[config.mk]
export PLATFORM = sky130hd
export DESIGN_NAME = clkbank_gen
export DESIGN_NICKNAME = d
export VERILOG_FILES = /design/src/rtl/clkbank_pkg.sv /design/src/rtl/clkbank_prediv.sv /design/src/rtl/clkbank_divider.sv /design/src/rtl/clkbank_fbdiv.sv /design/src/rtl/clkbank_serial.sv /design/src/rtl/clkbank_gen.sv
export SDC_FILE = /design/constraint.sdc
export NUM_CORES = 1
export LEC_CHECK = 0
export ABC_AREA = 1
export BUFFER_PORTS_ARGS = -buffer_cell sky130_fd_sc_hd__buf_2
export CORE_MARGIN = 4
export CORE_UTILIZATION = 40
export DETAILED_ROUTE_END_ITERATION = 16
export PLACE_DENSITY = 0.66
export RECOVER_POWER = 100
export SYNTH_ARGS = -nofsm -noshare
export SYNTH_HDL_FRONTEND = slang
export SYNTH_SLANG_ARGS = --single-unit
[constraint.sdc]
create_clock -name clk -period 7.05 [get_ports clk]
set_input_delay 0 -clock clk [delete_from_list [all_inputs] [get_ports clk]]
set_output_delay 0 -clock clk [all_outputs]
set_load 0.01 [all_outputs]
[src/rtl/clkbank_pkg.sv]
package clkbank_pkg;

    localparam int NUM_BANKS = 3;
    localparam int BANK_OUTS = 4;
    localparam int SEL_W     = 2;
    localparam int FB_SEL_W  = 3;
    localparam int CNT_W     = 5;
    localparam int EN_W      = NUM_BANKS * BANK_OUTS;

    typedef logic [SEL_W-1:0]    bank_sel_t;
    typedef logic [FB_SEL_W-1:0] fb_sel_t;
    typedef logic [CNT_W-1:0]    cnt_t;

    // divide ratio of a bank: 2 * (code + 1)
    function automatic cnt_t bank_ratio(bank_sel_t s);
        return cnt_t'({s, 1'b0}) + cnt_t'(2);
    endfunction

    function automatic cnt_t fb_ratio(fb_sel_t s);
        case (s)
            3'd0:    return cnt_t'(4);
            3'd1:    return cnt_t'(6);
            3'd2:    return cnt_t'(8);
            3'd3:    return cnt_t'(10);
            3'd4:    return cnt_t'(12);
            3'd5:    return cnt_t'(16);
            3'd6:    return cnt_t'(20);
            default: return cnt_t'(24);
        endcase
    endfunction

    // least common multiple of two bank ratios (values 2, 4, 6, 8)
    function automatic cnt_t sync_span(bank_sel_t sa, bank_sel_t sc);
        cnt_t na;
        cnt_t nc;
        na = bank_ratio(sa);
        nc = bank_ratio(sc);
        if ((na % nc) == '0) return na;
        if ((nc % na) == '0) return nc;
        // only the pairs {4,6} and {6,8} remain
        if (na == cnt_t'(8) || nc == cnt_t'(8)) return cnt_t'(24);
        return cnt_t'(12);
    endfunction

endpackage

[src/rtl/clkbank_prediv.sv]
module clkbank_prediv (
    input  logic clk,
    input  logic mreset_n,
    input  logic bypass,
    output logic tick,
    output logic fresh
);

    logic phase_q;

    always_ff @(posedge clk) begin
        if (!mreset_n)   phase_q <= 1'b0;
        else if (bypass) phase_q <= 1'b0;
        else             phase_q <= ~phase_q;
    end

    // tick: counters advance at the coming edge
    // fresh: counters changed at the previous edge
    assign tick  = bypass | phase_q;
    assign fresh = bypass | ~phase_q;

    p_half_rate_r1: assert property (@(posedge clk) disable iff (!mreset_n)
        (!bypass && tick) |=> (bypass || !tick));

endmodule

[src/rtl/clkbank_divider.sv]
module clkbank_divider
    import clkbank_pkg::*;
(
    input  logic      clk,
    input  logic      mreset_n,
    input  logic      tick,
    input  logic      apply,
    input  bank_sel_t sel_req,
    output bank_sel_t sel_cur,
    output logic      wave
);

    cnt_t      cnt_q;
    bank_sel_t sel_q;
    cnt_t      last;

    assign last = bank_ratio(sel_q) - cnt_t'(1);

    always_ff @(posedge clk) begin
        if (!mreset_n) begin
            cnt_q <= '0;
            sel_q <= sel_req;
        end else if (apply && (sel_req != sel_q)) begin
            cnt_q <= '0;
            sel_q <= sel_req;
        end else if (tick) begin
            cnt_q <= (cnt_q == last) ? '0 : cnt_q + cnt_t'(1);
        end
    end

    assign sel_cur = sel_q;
    assign wave    = (cnt_q <= cnt_t'(sel_q));

    p_cnt_range_r2: assert property (@(posedge clk) disable iff (!mreset_n)
        cnt_q <= last);

endmodule

[src/rtl/clkbank_fbdiv.sv]
module clkbank_fbdiv
    import clkbank_pkg::*;
(
    input  logic    clk,
    input  logic    mreset_n,
    input  logic    tick,
    input  fb_sel_t sel,
    output logic    wave
);

    cnt_t cnt_q;
    cnt_t ratio;
    cnt_t last;

    assign ratio = fb_ratio(sel);
    assign last  = ratio - cnt_t'(1);

    always_ff @(posedge clk) begin
        if (!mreset_n)  cnt_q <= '0;
        else if (tick)  cnt_q <= (cnt_q >= last) ? '0 : cnt_q + cnt_t'(1);
    end

    assign wave = (cnt_q < (ratio >> 1));

    p_fb_wrap_r3: assert property (@(posedge clk) disable iff (!mreset_n)
        (tick && cnt_q >= last) |=> (cnt_q == '0));

endmodule

[src/rtl/clkbank_serial.sv]
module clkbank_serial
    import clkbank_pkg::*;
#(
    parameter int STAGES = 2
) (
    input  logic            clk,
    input  logic            mreset_n,
    input  logic            sclk,
    input  logic            sdata,
    output logic [EN_W-1:0] enable
);

    logic [STAGES-1:0] sclk_pipe;
    logic [STAGES-1:0] sdata_pipe;
    logic              sclk_last;
    logic [EN_W-1:0]   en_q;
    logic              rise;
    logic              bit_in;

    assign rise   = sclk_pipe[STAGES-1] & ~sclk_last;
    assign bit_in = sdata_pipe[STAGES-1];

    always_ff @(posedge clk) begin
        if (!mreset_n) begin
            sclk_pipe  <= '0;
            sdata_pipe <= '0;
            sclk_last  <= 1'b0;
            en_q       <= '1;
        end else begin
            sclk_pipe  <= {sclk_pipe[STAGES-2:0], sclk};
            sdata_pipe <= {sdata_pipe[STAGES-2:0], sdata};
            sclk_last  <= sclk_pipe[STAGES-1];
            if (rise) en_q <= {en_q[EN_W-2:0], bit_in};
        end
    end

    assign enable = en_q;

    p_en_hold_r7: assert property (@(posedge clk) disable iff (!mreset_n)
        (mreset_n && !rise) |=> $stable(en_q));

    p_shift_in_r7: assert property (@(posedge clk) disable iff (!mreset_n)
        (mreset_n && rise) |=> (en_q[0] == $past(bit_in)));

endmodule

[src/rtl/clkbank_gen.sv]
module clkbank_gen
    import clkbank_pkg::*;
#(
    parameter int SCLK_STAGES = 2
) (
    input  logic                clk,
    input  logic                mreset_n,
    input  logic                vco_direct,
    input  logic [SEL_W-1:0]    sel_a,
    input  logic [SEL_W-1:0]    sel_b,
    input  logic [SEL_W-1:0]    sel_c,
    input  logic [FB_SEL_W-1:0] fb_sel,
    input  logic                invert_c,
    input  logic                sclk,
    input  logic                sdata,
    output logic [BANK_OUTS-1:0] qa,
    output logic [BANK_OUTS-1:0] qb,
    output logic [BANK_OUTS-1:0] qc,
    output logic                fb_out,
    output logic                sync_out
);

    localparam int IDX_A = 0;
    localparam int IDX_C = NUM_BANKS - 1;

    logic            tick;
    logic            fresh;
    bank_sel_t       req [NUM_BANKS];
    bank_sel_t       cur [NUM_BANKS];
    logic [NUM_BANKS-1:0] wave;
    logic [EN_W-1:0] raw;
    logic [EN_W-1:0] enable;
    logic [EN_W-1:0] gated;
    logic            fb_wave;
    cnt_t            span;
    cnt_t            sync_cnt_q;
    logic            apply;

    assign req[0] = sel_a;
    assign req[1] = sel_b;
    assign req[2] = sel_c;

    clkbank_prediv u_prediv (
        .clk      (clk),
        .mreset_n (mreset_n),
        .bypass   (vco_direct),
        .tick     (tick),
        .fresh    (fresh)
    );

    // alignment span counter over bank A and bank C
    assign span  = sync_span(cur[IDX_A], cur[IDX_C]);
    assign apply = tick && (sync_cnt_q == span - cnt_t'(1));

    always_ff @(posedge clk) begin
        if (!mreset_n)  sync_cnt_q <= '0;
        else if (apply) sync_cnt_q <= '0;
        else if (tick)  sync_cnt_q <= sync_cnt_q + cnt_t'(1);
    end

    for (genvar b = 0; b < NUM_BANKS; b++) begin : g_bank
        clkbank_divider u_div (
            .clk      (clk),
            .mreset_n (mreset_n),
            .tick     (tick),
            .apply    (apply),
            .sel_req  (req[b]),
            .sel_cur  (cur[b]),
            .wave     (wave[b])
        );
        for (genvar o = 0; o < BANK_OUTS; o++) begin : g_out
            localparam bit FLIP = (b == IDX_C) && (o >= BANK_OUTS / 2);
            assign raw[b*BANK_OUTS + o] = wave[b] ^ (FLIP & invert_c);
        end
    end

    clkbank_fbdiv u_fbdiv (
        .clk      (clk),
        .mreset_n (mreset_n),
        .tick     (tick),
        .sel      (fb_sel),
        .wave     (fb_wave)
    );

    clkbank_serial #(.STAGES(SCLK_STAGES)) u_serial (
        .clk      (clk),
        .mreset_n (mreset_n),
        .sclk     (sclk),
        .sdata    (sdata),
        .enable   (enable)
    );

    assign gated    = raw & enable & {EN_W{mreset_n}};
    assign qa       = gated[0*BANK_OUTS +: BANK_OUTS];
    assign qb       = gated[1*BANK_OUTS +: BANK_OUTS];
    assign qc       = gated[2*BANK_OUTS +: BANK_OUTS];
    assign fb_out   = fb_wave & mreset_n;
    assign sync_out = mreset_n & fresh & (sync_cnt_q == '0);

    p_sync_align_r4: assert property (@(posedge clk) disable iff (!mreset_n)
        sync_out |-> (wave[IDX_A] && wave[IDX_C]));

    p_sync_width_r4: assert property (@(posedge clk) disable iff (!mreset_n)
        sync_out |=> !sync_out);

    p_invert_r5: assert property (@(posedge clk) disable iff (!mreset_n)
        (invert_c && enable[2*BANK_OUTS + 2]) |-> (qc[2] == !wave[IDX_C]));

    p_reset_quiet_r6: assert property (@(posedge clk)
        !mreset_n |-> (qa == '0 && qb == '0 && qc == '0 && !fb_out && !sync_out));

    p_gate_r7: assert property (@(posedge clk) disable iff (!mreset_n)
        ((qa & ~enable[0 +: BANK_OUTS]) == '0));

    p_sel_hold_r8: assert property (@(posedge clk) disable iff (!mreset_n)
        (mreset_n && !apply) |=> $stable({cur[0], cur[1], cur[2]}));

endmodule

[Yosys cells after proc, flatten, opt, wreduce, memory -nomap -nowiden]
Cells that the tools add are included.
Operators by class
  add/subtract/negate cells: 13
  $lt $le $gt $ge: 5
  reduce and logical (&&, ||, !) cells: 14
  div/mod/pow operators: 2
  multiplexer cells: 23
  equal/unequal tests: 18
  bitwise logic cells: 12
Operator list (number)
  2-to-1 mux 5 bit: 10
  one-hot mux 5 bit (7 select lines): 1
  adder 5 x 1 -> 5 bit, second input constant: 5
  subtractor 5 x 1 -> 5 bit, second input constant: 5
  AND 12 bit: 2
  equality test 5 bit: 4
  less-or-equal comparator 5 x 2 -> 1 bit: 3
  zero test 5 bit: 3
  adder 3 x 2 -> 4 bit, second input constant: 3
  2-to-1 mux 2 bit: 6
  equality test 5 x 4 -> 1 bit, second input constant: 2
  modulo 5 x 5 -> 5 bit: 2
  OR reduction 2 bit: 5
  equality test 3 bit, second input constant: 3
  equality test 3 x 2 -> 1 bit, second input constant: 2
  2-to-1 mux 1 bit: 6
  != test 2 x 1 -> 1 bit, second input constant: 3
  != test 2 bit: 3
  >= comparator 5 bit: 1
  < comparator 5 x 4 -> 1 bit: 1
  AND 1 bit: 4
  logical AND 1 bit: 4
  equality test 3 x 1 -> 1 bit, second input constant: 1
  zero test 3 bit: 1
  other kinds (4): 7
Storage, ports and cells
  bits in registers: 49
  output and inout bits: 14
  input bits: 15
  logic and storage cells: 100

[Depth between registers and ports, before layout]
  word-level depth: 16
  mapped depth: 43
  gate-level depth less buffers: 43

[Cells and area by module]
Synthesis repeated with hierarchy kept, for this count alone.
Unflattened totals
  cells, all modules: 606
  area total of the unflattened synthesis: 4018.9 sq um
By module, submodules not included
  clkbank_gen: area each 1665.3 sq um, times used 1, seq. area each 100.1 sq um, cells an instance 286
  clkbank_divider: area each 424.2 sq um, times used 3, seq. area each 160.2 sq um, cells an instance 61
  clkbank_serial: area each 589.3 sq um, times used 1, seq. area each 340.3 sq um, cells an instance 70
  clkbank_fbdiv: area each 450.4 sq um, times used 1, seq. area each 100.1 sq um, cells an instance 61
  clkbank_prediv: area each 41.3 sq um, times used 1, seq. area each 20.0 sq um, cells an instance 6

[Worst setup path after synthesis]
OpenSTA, ideal clock, no wires.
  path type: flip-flop to flip-flop
  from: reg g_bank[2].u_div.sel_q[0]
  to: reg g_bank[0].u_div.sel_q[0], enable pin
  arrival: 4.515 ns
  path slack: 2.231 ns
  library setup time: 0.304 ns
  stages on the path, launching flop included: 34
  path through: edfxtp_1 > clkbuf_2 > inv_1 > ha_1 > inv_2 > ha_1 > nand2_1 > nor2_1 > nand2_2 > nand3_2 > nand2_1 > and2_1 > ha_1 > nand2_1 > nand3b_2 > nand2_2 > nand2_2 > nand2_1 > o21ai_0 > ha_1 > nand2_1 > nand3_1 > nand2_1 > a211oi_1 > o21ai_1 > nand2_2 > nand2_4 > o21ai_2 > nand3_2 > nand2_1 > nand2_2 > nor2_4 > nand3_2 > nand2_4
On the way
  word-level cells in the longest chain between the ends: 14
  elaborated cells between the ends (all ways): 23
RTL lines
  from (decl): RTL line clkbank_divider.sv:14  | bank_sel_t sel_q;
  from (signal assigned): RTL line clkbank_divider.sv:22  | sel_q <= sel_req;
  from (signal assigned): RTL line clkbank_divider.sv:25  | sel_q <= sel_req;
  adder 3 x 2 -> 4 bit *: RTL line clkbank_pkg.sv:16  | return cnt_t'({s, 1'b0}) + cnt_t'(2);
  branches (longest 7 deep; another with modulo 5 x 5 -> 5 bit)
  2-to-1 mux 5 bit *: RTL line clkbank_pkg.sv:39  | if ((nc % na) == '0) return nc;
  subtractor 5 x 1 -> 5 bit *: RTL line clkbank_gen.sv:53  | assign apply = tick && (sync_cnt_q == span - cnt_t'(1));
  equality test 5 bit *: RTL line clkbank_gen.sv:53
  logical AND 1 bit *: RTL line clkbank_gen.sv:53
  logical AND 1 bit *: RTL line clkbank_divider.sv:23  | end else if (apply && (sel_req != sel_q)) begin
  != test 2 x 1 -> 1 bit (no source line) *
  to (signal assigned): RTL line clkbank_divider.sv:22
  to (signal assigned): RTL line clkbank_divider.sv:25
  to (decl): RTL line clkbank_divider.sv:14
Mark *: on every way between the ends. The select of a mux whose other input is x is not followed.
A chain may end at the register's enable or synchronous reset.

[Worst setup path in the final report]
  from: reg g_bank[2].u_div.sel_q[0]
  to: reg g_bank[0].u_div.sel_q[1], enable pin
The elaborated chain is that of the path after synthesis.

==> key figures <==
Clock network
  – CTS Buffer Depth: 2
  – Clock Latency Late Sink: 0.30 ns
  – H-tree levels: 2
  – Clk sinks: 49
  – CTS Buf Count: 5
  – CTS Root Cell: clkbuf_8
  – CTS tree: built
  – Clock transition at the registers of the reported paths: 0.09 ns

Power
  – Power per Cell Area: 255 mW/mm^2
  – Pleak: 0.00219 uW
  – Maximum vdd drop: 0.000128 V

Final layout
  – Cell Count, Final, Fillers Out: 744
  – Antenna cells: 0
  – Fillcell total: 1029
  – Area grow syn2layout: 9.36%
  – Share of cells above drive strength 1: 7.36%
  – Nets@finish: 672

Setup path
  – CP Buf/Inv Count: 2
  – Crit start category: register
  – Worst Path Arrival: 5.99 ns
  – Worst Setup End Kind: register
  – Crit path kind: reg2reg
  – Crit path max fanout: 12
  – Crit path max-delay family: simple AND/OR/NAND/NOR gates
  – CP required: 7.03 ns
  – Slowest-stage cell, CP: edfxtp_1
  – Crit-path max cell delay: 0.71 ns
  – Most frequent CP cell: nand2_1

Synth
  – Mux contribution to synthesized area: 0%
  – Cell with the most instances after synthesis: nand2_1
  – Main area contributors after synthesis: dfxtp_1 (22%), ha_1 (15%), nand2_1 (13%)
  – Avg Cell Area, Syn: 6.97 um^2
  – Ys Warns: 0
  – Post-Synthesis Cells: 573
  – Asr flop ratio synth: 0%
  – Register bit total from synthesis: 49
  – Synth unique cells: 45
  – Post-Synth Simple-Gate Area: 36.7%
  – Largest family of logic cells by synthesized area: simple AND/OR/NAND/NOR gates
  – Number of enable flip-flop cells after synthesis: 6
  – Compound-cell area share of the yosys netlist: 6.20%
  – Post-synthesis sequential area ratio: 26.0%
  – Largest area contributor in the netlist: dfxtp_1
  – Synth top cells by count: nand2_1 (140), inv_1 (78), nand3_1 (51)
  – Primary FF master, synth: dfxtp_1
  – Yosys top cell area share: 21.5%
  – Synth Area in Adders: 14.7%
  – Post-Syn Area: 0.00400 mm^2
  – XOR/XNOR Fraction of Synth Area: 7.45%

Global routing
  – Number of global-route vias before repair: 3416
  – Initial antenna violation count: 0
  – Maximum number of pins on one net before global-route repair: 36
  – First-pass GRT wire length: 14800 um
  – Gr usage total: 15.2%
  – Grt ovf: 0

Timing
  – Unrepaired setup endpoints after global routing: false
  – Worst-Margin Slew: 1.58 ns
  – Crit share post-route: 85.2%
  – Setup_tns: 0 ns
  – Fin crit period: 6.01 ns
  – Max Transition Viols Final: 36
  – Final setup fails: 0
  – Final Hold Viols: 0
  – Worst-case clock skew: 0.00839 ns
  – Slew margin rel.: -5.53%
  – Fmax: 166 MHz

Floorplanning
  – Die Ht: 108 um
  – Std cell rows: 36
  – Core area: 0.00973 mm^2
  – Die Wd: 108 um
  – Initial core utilization: 41.1%
  – Boundary Pins: 29
  – Total Die Area: 0.0117 mm^2

Status
  – Failing checks: capacitance limit, slew limit
  – Status: finished with violations

Flow run
  – Max-cap violation count: 1

Worst hold path
  – Hold crit path type: in2reg

Routing
  – Post-DRT Antenna Nets: 0
  – Starting DRC count in detailed routing: 157
  – Wirelength, routed: 8310 um
  – Initial DRT Pass Iterations: 4
  – DRC violations left: 0
  – Via count: 3599
  – WL/cell: 11.2 um
  – Via density: 4.84

Placed design
  – Final HPWL DP: 6560 um
  – Placed Instances: 728
  – IO buf count: 28
  – Routability cong.: 0.878
-- through the flow --
step | util (%) | worst slack [ns] | total power (uW) | hold slack, ns | area, um^2
6_report | 44.9 | 1.04 | 1120 | 0.264 | 4370
5_1_grt | 44.9 | 0.472 | 1230 | 0.262 | 4370
4_1_cts | 46.0 | 1.42 | 1150 | 0.234 | 4470
3_5_place_dp | 44.1 | 1.45 | 949 | 0.185 | 4290
3_3_place_gp | 44.1 | 1.56 | 931 | 0.183 | 4290
2_1_floorplan | - | 2.23 | 829 | 0.0976 | 4000
-- tightest hold or removal path, stage by stage --
cell and delay (ns):
buf_2 0.09, nor2_1 0.04, buf_4 0.19, xor2_1 0.15
nor2_1 0.06
-- metal layers --
| metal | GRT usage [%] | vias to the layer above | routed length [um] |
|---|---|---|---|
| met4 | 4.87 | 0 | 116 |
| met2 | 27.0 | 52 | 4050 |
| li1 | - | 1904 | - |
| met5 | 0 | - | 0 |
| met1 | 19.3 | 1634 | 3930 |
| met3 | 1.85 | 9 | 206 |
-- cell usage in the layout (no fill, tap or decap), drive strengths merged, types with 2 or more instances in the layout --
| cell | synthesis | final |
|---|---|---|
| nand2 | 156 | 156 |
| inv | 83 | 83 |
| nor2 | 66 | 66 |
| nand3 | 59 | 59 |
| ha | 47 | 47 |
| dfxtp | 43 | 43 |
| clkbuf | 8 | 29 |
| xnor2 | 20 | 20 |
| o21ai | 15 | 15 |
| xor2 | 14 | 14 |
| nand4 | 12 | 12 |
| a21oi | 10 | 10 |
| dlygate4sd3 | 0 | 8 |
| buf | 1 | 7 |
| edfxtp | 6 | 6 |
| nor3 | 5 | 5 |
| or2 | 4 | 4 |
| o211ai | 3 | 3 |
| nand3b | 3 | 3 |
| o22ai | 2 | 2 |
| a2111oi | 2 | 2 |
| o221ai | 2 | 2 |
| clkinv | 1 | 2 |
| conb | 1 | 2 |
-- path summary, 6_finish.rpt --
check / startpoint / end / slack (ns) / depth (start not counted)
max: g_bank[2].u_div.sel_cur[0]$_DFFE_PP_ / g_bank[0].u_div.sel_cur[1]$_DFFE_PP_ / 1.04 / 32
min: vco_direct / g_bank[1].u_div.cnt_q[0]$_SDFFE_PP0P_ / 0.26 / 5
max reg2reg: g_bank[2].u_div.sel_cur[0]$_DFFE_PP_ / g_bank[0].u_div.sel_cur[1]$_DFFE_PP_ / 1.04 / 32
min reg2reg: u_serial.sclk_pipe[0]$_SDFF_PN0_ / u_serial.sclk_pipe[1]$_SDFF_PN0_ / 0.42 / 2
-- registers in the layout, summed over array words and instances (netlist names) --
| register | flops |
|---|---|
| u_serial.sclk_pipe | 2 |
| u_serial.sclk_last | 1 |
| sync_cnt_q | 5 |
| g_bank.u_div.sel_cur | 6 |
| u_serial.enable | 12 |
| u_prediv.phase_q | 1 |
| u_serial.sdata_pipe | 2 |
| g_bank.u_div.cnt_q | 15 |
| u_fbdiv.cnt_q | 5 |
-- repair_timing --
action	4_1_cts	5_1_grt
buffers inserted	0	0
hold endpoints to repair	8	0
hold buffers	8	0
gates resized for setup	0	0
setup endpoints to repair	0	0
-- cell type report --
type | count | area (um^2) | area share, %
clock buffer | 6 | 72.6 | 1.66
clock inverter | 2 | 33.8 | 0.773
inverter | 84 | 315 | 7.21
multi-input combinational | 432 | 2540 | 58.1
sequential | 49 | 1040 | 23.8
tap | 133 | 166 | 3.81
timing repair buffer | 38 | 204 | 4.67
-- power breakdown --
part | total (uW) | internal [uW] | switching (uW) | leakage [uW]
clock network | 195 | 105 | 90.3 | 0.0000528
registers | 322 | 300 | 21.5 | 0.000411
logic | 599 | 221 | 378 | 0.00173
-- kinds of logic after synthesis --
family          after synthesis
flops                        49
xor+xnor                     34
fa+ha+maj                    47
simple gates                310
compound gates               39
other cells                   1
buf+inv                      93
Power figures use the tool's default switching activity.
